===== config.mk =====
export PLATFORM = sky130hd
export DESIGN_NAME = rxframe_fifo
export DESIGN_NICKNAME = d
export VERILOG_FILES = /design/src/rtl/rxf_pkg.sv /design/src/rtl/rxf_tstamp.sv /design/src/rtl/rxf_ovr_flags.sv /design/src/rtl/rxf_store.sv /design/src/rtl/rxframe_fifo.sv
export SDC_FILE = /design/constraint.sdc
export NUM_CORES = 2
export LEC_CHECK = 0
export ABC_CLOCK_PERIOD_IN_PS = 3350
export BUFFER_PORTS_ARGS = -buffer_cell sky130_fd_sc_hd__buf_2
export CAP_MARGIN = 40
export CELL_PAD_IN_SITES_DETAIL_PLACEMENT = 1
export CELL_PAD_IN_SITES_GLOBAL_PLACEMENT = 1
export CORE_MARGIN = 8
export CORE_UTILIZATION = 30
export DETAILED_ROUTE_END_ITERATION = 7
export GPL_ROUTABILITY_DRIVEN = 0
export HOLD_SLACK_MARGIN = 0.02
export PLACE_DENSITY = 0.61
export SLEW_MARGIN = 20
export SYNTH_ARGS = -nofsm -noshare
export SYNTH_HDL_FRONTEND = slang
export SYNTH_SLANG_ARGS = --single-unit

===== constraint.sdc =====
create_clock -name clk -period 3.35 [get_ports clk]
set_input_delay 0.1675 -clock clk [delete_from_list [all_inputs] [get_ports clk]]
set_output_delay 0.1675 -clock clk [all_outputs]
set_load 0.05 [all_outputs]

===== src/rtl/rxf_pkg.sv =====
package rxf_pkg;
  localparam int WORD_W    = 32;
  localparam int TS_W      = 64;
  localparam int HDR_WORDS = 3;   // descriptor + two timestamp words
  localparam int DW_W      = 5;   // payload word count, up to 16
  localparam int CODE_LSB  = 0;   // length code field [3:0]
  localparam int FD_BIT    = 5;   // frame type bit

  // payload words for a length code; classic codes above 8 saturate
  function automatic logic [DW_W-1:0] payload_words(input logic fd, input logic [3:0] code);
    logic [DW_W-1:0] n;
    if (!fd) begin
      n = (code == 4'd0) ? 5'd0 : (code <= 4'd4) ? 5'd1 : 5'd2;
    end else begin
      case (code)
        4'd0:                   n = 5'd0;
        4'd1, 4'd2, 4'd3, 4'd4: n = 5'd1;
        4'd5, 4'd6, 4'd7, 4'd8: n = 5'd2;
        4'd9:                   n = 5'd3;
        4'd10:                  n = 5'd4;
        4'd11:                  n = 5'd5;
        4'd12:                  n = 5'd6;
        4'd13:                  n = 5'd8;
        4'd14:                  n = 5'd12;
        default:                n = 5'd16;
      endcase
    end
    return n;
  endfunction
endpackage


===== src/rtl/rxf_tstamp.sv =====
module rxf_tstamp
  import rxf_pkg::*;
(
  input  logic            clk,
  input  logic            rst_n,
  input  logic            cfg_sof,
  input  logic            sof,
  input  logic [TS_W-1:0] ts_base,
  output logic [TS_W-1:0] stamp
);
  logic [TS_W-1:0] held_q, held_d;
  logic            cap_en;

  always_comb begin
    cap_en = cfg_sof & sof;
    held_d = cap_en ? ts_base : held_q;
    stamp  = cfg_sof ? held_q : ts_base;   // commit mode samples live value
  end

  always_ff @(posedge clk or negedge rst_n) begin
    if (!rst_n) held_q <= '0;
    else        held_q <= held_d;
  end
endmodule


===== src/rtl/rxf_ovr_flags.sv =====
module rxf_ovr_flags (
  input  logic clk,
  input  logic rst_n,
  input  logic ovr_evt,
  input  logic clr_sts,
  input  logic clr_irq,
  output logic sts_q,
  output logic irq_q
);
  logic sts_d, irq_d;

  always_comb begin
    sts_d = ovr_evt ? 1'b1 : (clr_sts ? 1'b0 : sts_q);
    // clear has priority over both set sources
    if (clr_irq)                irq_d = 1'b0;
    else if (ovr_evt || sts_q)  irq_d = 1'b1;
    else                        irq_d = irq_q;
  end

  always_ff @(posedge clk or negedge rst_n) begin
    if (!rst_n) begin
      sts_q <= 1'b0;
      irq_q <= 1'b0;
    end else begin
      sts_q <= sts_d;
      irq_q <= irq_d;
    end
  end
endmodule


===== src/rtl/rxf_store.sv =====
module rxf_store
  import rxf_pkg::*;
#(
  parameter int DEPTH = 32
) (
  input  logic              clk,
  input  logic              rst_n,
  input  logic              hdr_vld,
  input  logic [WORD_W-1:0] hdr,
  input  logic              word_vld,
  input  logic [WORD_W-1:0] word,
  input  logic              eof,
  input  logic              abort,
  input  logic [TS_W-1:0]   stamp,
  input  logic              rd_en,
  output logic [WORD_W-1:0] rd_data,
  output logic              nempty,
  output logic              ovr_evt
);
  localparam int AW = $clog2(DEPTH);
  localparam int PW = AW + 1;

  logic [WORD_W-1:0] mem_q [DEPTH];
  logic [PW-1:0]     cmt_q, cmt_d, rd_q, rd_d, used, free_w;
  logic              act_q, act_d;
  logic [DW_W-1:0]   len_q, len_d, idx_q, idx_d, hdr_dw;
  logic              fits, start, data_we, commit, drop, pop;
  logic [AW-1:0]     base, a_dat, a_ts0, a_ts1;

  always_comb begin
    hdr_dw  = payload_words(hdr[FD_BIT], hdr[CODE_LSB +: 4]);
    used    = cmt_q - rd_q;
    free_w  = PW'(DEPTH) - used;
    fits    = (32'(hdr_dw) + 32'(HDR_WORDS)) <= 32'(free_w);
    start   = hdr_vld & fits;
    ovr_evt = hdr_vld & ~fits;
    data_we = word_vld & act_q & ~hdr_vld & (idx_q < len_q);
    drop    = abort & act_q & ~hdr_vld;
    commit  = eof & act_q & ~hdr_vld & ~abort;
    nempty  = (cmt_q != rd_q);
    pop     = rd_en & nempty;

    // the frame base is always the commit pointer: abandoning needs no rewind
    base  = cmt_q[AW-1:0];
    a_ts0 = base + AW'(1);
    a_ts1 = base + AW'(2);
    a_dat = base + AW'(HDR_WORDS) + AW'(idx_q);

    act_d = act_q;
    len_d = len_q;
    idx_d = idx_q;
    cmt_d = cmt_q;
    if (hdr_vld) begin
      act_d = fits;
      len_d = hdr_dw;
      idx_d = '0;
    end else begin
      if (data_we)        idx_d = idx_q + DW_W'(1);
      if (drop || commit) act_d = 1'b0;
      if (commit)         cmt_d = cmt_q + PW'(HDR_WORDS) + PW'(len_q);
    end
    rd_d = pop ? rd_q + PW'(1) : rd_q;

    rd_data = nempty ? mem_q[rd_q[AW-1:0]] : '0;
  end

  always_ff @(posedge clk or negedge rst_n) begin
    if (!rst_n) begin
      cmt_q <= '0;
      rd_q  <= '0;
      act_q <= 1'b0;
      len_q <= '0;
      idx_q <= '0;
    end else begin
      cmt_q <= cmt_d;
      rd_q  <= rd_d;
      act_q <= act_d;
      len_q <= len_d;
      idx_q <= idx_d;
    end
  end

  // storage array: no reset, written only through explicit enables
  always_ff @(posedge clk) begin
    if (start)   mem_q[base]  <= hdr;
    if (data_we) mem_q[a_dat] <= word;
    if (commit) begin
      mem_q[a_ts0] <= stamp[31:0];
      mem_q[a_ts1] <= stamp[63:32];
    end
  end
endmodule


===== src/rtl/rxframe_fifo.sv =====
module rxframe_fifo
  import rxf_pkg::*;
#(
  parameter int DEPTH = 32
) (
  input  logic              clk,
  input  logic              rst_n,
  input  logic              cfg_ts_sof,
  input  logic [TS_W-1:0]   ts_base,
  input  logic              in_sof,
  input  logic              in_hdr_vld,
  input  logic [WORD_W-1:0] in_hdr,
  input  logic              in_word_vld,
  input  logic [WORD_W-1:0] in_word,
  input  logic              in_eof,
  input  logic              in_abort,
  input  logic              rd_en,
  output logic [WORD_W-1:0] rd_data,
  output logic              rx_nempty,
  output logic              ovr_sts,
  output logic              ovr_irq,
  input  logic              cmd_clr_ovr,
  input  logic              cmd_clr_irq
);
  logic [1:0]      rsync_q;
  logic            rst_i_n;
  logic [TS_W-1:0] stamp;
  logic            ovr_evt;

  // asynchronous assertion, synchronous release
  always_ff @(posedge clk or negedge rst_n) begin
    if (!rst_n) rsync_q <= '0;
    else        rsync_q <= {rsync_q[0], 1'b1};
  end
  assign rst_i_n = rsync_q[1];

  rxf_tstamp u_ts (
    .clk(clk), .rst_n(rst_i_n), .cfg_sof(cfg_ts_sof), .sof(in_sof),
    .ts_base(ts_base), .stamp(stamp)
  );

  rxf_store #(.DEPTH(DEPTH)) u_store (
    .clk(clk), .rst_n(rst_i_n), .hdr_vld(in_hdr_vld), .hdr(in_hdr),
    .word_vld(in_word_vld), .word(in_word), .eof(in_eof), .abort(in_abort),
    .stamp(stamp), .rd_en(rd_en), .rd_data(rd_data), .nempty(rx_nempty),
    .ovr_evt(ovr_evt)
  );

  rxf_ovr_flags u_flags (
    .clk(clk), .rst_n(rst_i_n), .ovr_evt(ovr_evt), .clr_sts(cmd_clr_ovr),
    .clr_irq(cmd_clr_irq), .sts_q(ovr_sts), .irq_q(ovr_irq)
  );
endmodule


==> metrics.txt <==
failing checks negative setup slack; cell mode on critical path ha_4; Post-Route WL 384 mm; synthesized area per cell 11.6 µm²; crit path DAT 4.49 ns; Unique masters post-synth 72; die width 477 µm; filler instances 22,200; Mapped Cells 5,495; htree depth 4; die area 228,000 µm²; Synth-to-Final Area Change 28.9%; Final Hold Viols 0; Rows 169; Worst Tran Pin Value 0.953 ns; I/O Pins 174; dpl ws -0.846 ns; Non-Filler Instances 8,893; Setup TNS -488.15 ns; Vias/cell 7.06; f_max 0.253 GHz; post-layout util 38.9%; Core Box Area 212,000 µm²; critical path fanouts, max 8; vias in the first global route 60,400; Warnings, synthesis 0; clock buffer depth 3; gr ovfl total 0; Starting Density 30.1%; status complete, but fails checks; Max-cap violations 0; period utilization 118%; DR vias 62,800; # nets final 6,128; IO buf count 173; DRT Pass-1 Iters 7; Post-synth ARST share 8.16%; Setup CP Type flip-flop to flip-flop; clk root buf clkbuf_16; Inst Count DP 8,328; final count of negative-setup-slack endpoints 1,058; Final Worst Setup Slack -0.600 ns; Hold Path Class input port to flip-flop; Final min period 3.95 ns; CP Capture Type flip-flop; Pwr Density 843 nW/µm²; clk_skew 0.0331 ns; leading cell type in the layout, fill and taps excluded edfxtp_1; Post-Syn Nets 5,679; share of layout cells above drive strength 1 30.4%; Leak Pwr 28.5 nW; Slew HR 36.5%; worst skew pair latency 0.82 ns; height of the die 477 µm; Cell Area, Synth 63,900 µm²; most frequent cells in the layout edfxtp_1, o22ai_1, nor2_1; CP cell instances ha_4 > ha_4 > inv_2 > fa_2 > inv_2 > a21o_1 > a21oi_2 > xnor3_1 > ha_4 > a21o_1 > buf_6 > buf_12 > nor4_4 > a211oi_2 > buf_12 > o211ai_1 > buf_4 > buf_8 > clkbuf_16; dpl hpwl 243 mm; EDFF count, synth 1,024; #FFs+latches synth 1,115; CTS buffer count 132; pin count of the biggest net entering global routing 65; crit path launch type flip-flop; first-pass GRT wire length 511 mm; Routed WL per cell 43.2 µm; prevailing post-synth register cell edfxtp_1; CTS Sinks 1,115; CTS clock-pin slew for the worst setup and hold paths 0.07 ns; Slowest Stage Delay on Critical Path 0.50 ns; Max VDD drop 0.653 mV; worst hold slack 0.0505 ns; DR DRC count 0; Seq/Total Area, Yosys 51.7%; TritonCTS clock tree built; CP Data Required Time 3.89 ns; RSZ-0062 raised after global routing true; slowest stage cell, crit path dfrtp_4; Slew Viols, Final 0; total track usage 31.6%; Post-DRT Antenna Nets 0; 1st-iter DRT viols 12,200; initial antenna violation count 50
==> synth_stat cells (all sizes together), types with 3 or more instances <==
library cell | instances | area (µm²)
edfxtp | 1024 | 30700
o22ai | 845 | 5320
nor2 | 772 | 2930
o21ai | 553 | 2780
clkbuf | 453 | 1700
mux4 | 320 | 7210
buf | 276 | 1590
a31oi | 216 | 1360
a221oi | 191 | 1850
mux2 | 161 | 1810
a21oi | 115 | 598
mux2i | 98 | 1010
dfrtp | 91 | 2280
nand2 | 80 | 300
ha | 42 | 526
inv | 39 | 146
a22o | 32 | 280
o211ai | 29 | 218
nor3 | 26 | 160
nand3 | 17 | 97.6
nand2b | 15 | 93.8
xnor2 | 15 | 139
a21o | 12 | 90.1
xor2 | 10 | 87.6
and2 | 8 | 50.1
or2 | 7 | 43.8
nor4 | 6 | 37.5
o21a | 5 | 37.5
and3 | 4 | 25.0
nand4 | 4 | 25.0
fa | 3 | 60.1
o32a | 3 | 30.0
==> per-layer routing <==
layer / part of all wire, % / track usage, %
met5: 0.089 / 0.462
met4: 9.8 / 23.0
met3: 16 / 13.7
met2: 42 / 46.5
met1: 33 / 36.7
==> critical path: cells and delay by family, from the launching register on <==
family,cells,cell delay [ns]
xor+xnor,1,0.26
simple gates,1,0.13
compound gates,5,0.72
buf+inv,8,1.05
flops,1,0.50
fa+ha+maj,4,1.00
==> final timing paths <==
check / to / cells past startpoint / startpoint / slack, ns
worst max-delay path: u_store.mem_q[12][18] / 19 / u_store.rd_q[1] / -0.60
worst min-delay path: u_store.len_q[0] / 5 / in_hdr[5] / 0.05
worst max register to register: u_store.mem_q[12][18] / 19 / u_store.rd_q[1] / -0.60
worst min register to register: u_ts.held_q[28] / 0 / rsync_q[1] / 0.20
max in group asynchronous: u_ts.held_q[15] / 2 / rsync_q[1] / 2.19
min in group asynchronous: u_ts.held_q[28] / 0 / rsync_q[1] / 0.20
==> state kept, by name, summed over array words and instances, names as in the netlist <==
| name | flops |
|---|---|
| rsync_q | 2 |
| u_store.rd_q | 6 |
| u_store.len_q | 5 |
| u_ts.held_q | 64 |
| u_store.mem_q | 1024 |
| u_store.act_q | 1 |
| u_flags.irq_q | 1 |
| u_flags.sts_q | 1 |
| u_store.cmt_q | 6 |
| u_store.idx_q | 5 |
==> power by group <==
group	internal [W]	leakage (nW)	total, W	switching [W]
clock network	0.00803	2.00	0.0146	0.00655
logic	0.0154	16.2	0.0366	0.0211
registers	0.0175	10.3	0.0182	0.000746
total	0.0409	28.5	0.0694	0.0284
==> kinds of logic after synthesis <==
logic type / after synthesis / synth area share (%)
simple gates: 948 / 6.03
mux: 579 / 15.7
compound gates: 2012 / 19.8
xor+xnor: 26 / 0.390
flops: 1115 / 51.7
buf+inv: 769 / 5.39
fa+ha+maj: 45 / 0.917
other cells: 1 / 0.00587
==> repair_timing <==
| item | 4_1_cts | 5_1_grt |
|---|---|---|
| buffers inserted | 86 | 19 |
| gates resized for setup | 256 | 53 |
| endpoints found under the hold margin | 313 | 0 |
| pin swaps | 42 | 17 |
| gates cloned | 61 | 20 |
| setup endpoints to repair | 1056 | 1096 |
| hold buffers | 130 | 0 |
==> area by class of cell <==
class / instances / area, µm² / share of cell area [%]
Antenna cell: 26 / 65.1 / 0.0790
Clock buffer: 166 / 3530 / 4.28
Clock inverter: 70 / 608 / 0.739
Inverter: 40 / 153 / 0.185
Multi-Input combinational cell: 3611 / 28700 / 34.8
Sequential cell: 1115 / 33000 / 40.1
Tap cell: 2821 / 3530 / 4.29
Timing Repair Buffer: 1044 / 12700 / 15.5
==> metrics by stage <==
| step | area (µm²) | power, W |
|---|---|---|
| global placement | 72100 | 0.0468 |
| floorplan | 64100 | 0.0335 |
| finish | 82300 | 0.0694 |
| CTS | 81500 | 0.0670 |
| detailed placement | 72600 | 0.0473 |
| global route | 82300 | 0.0698 |
(Power assumes the default switching activity.)
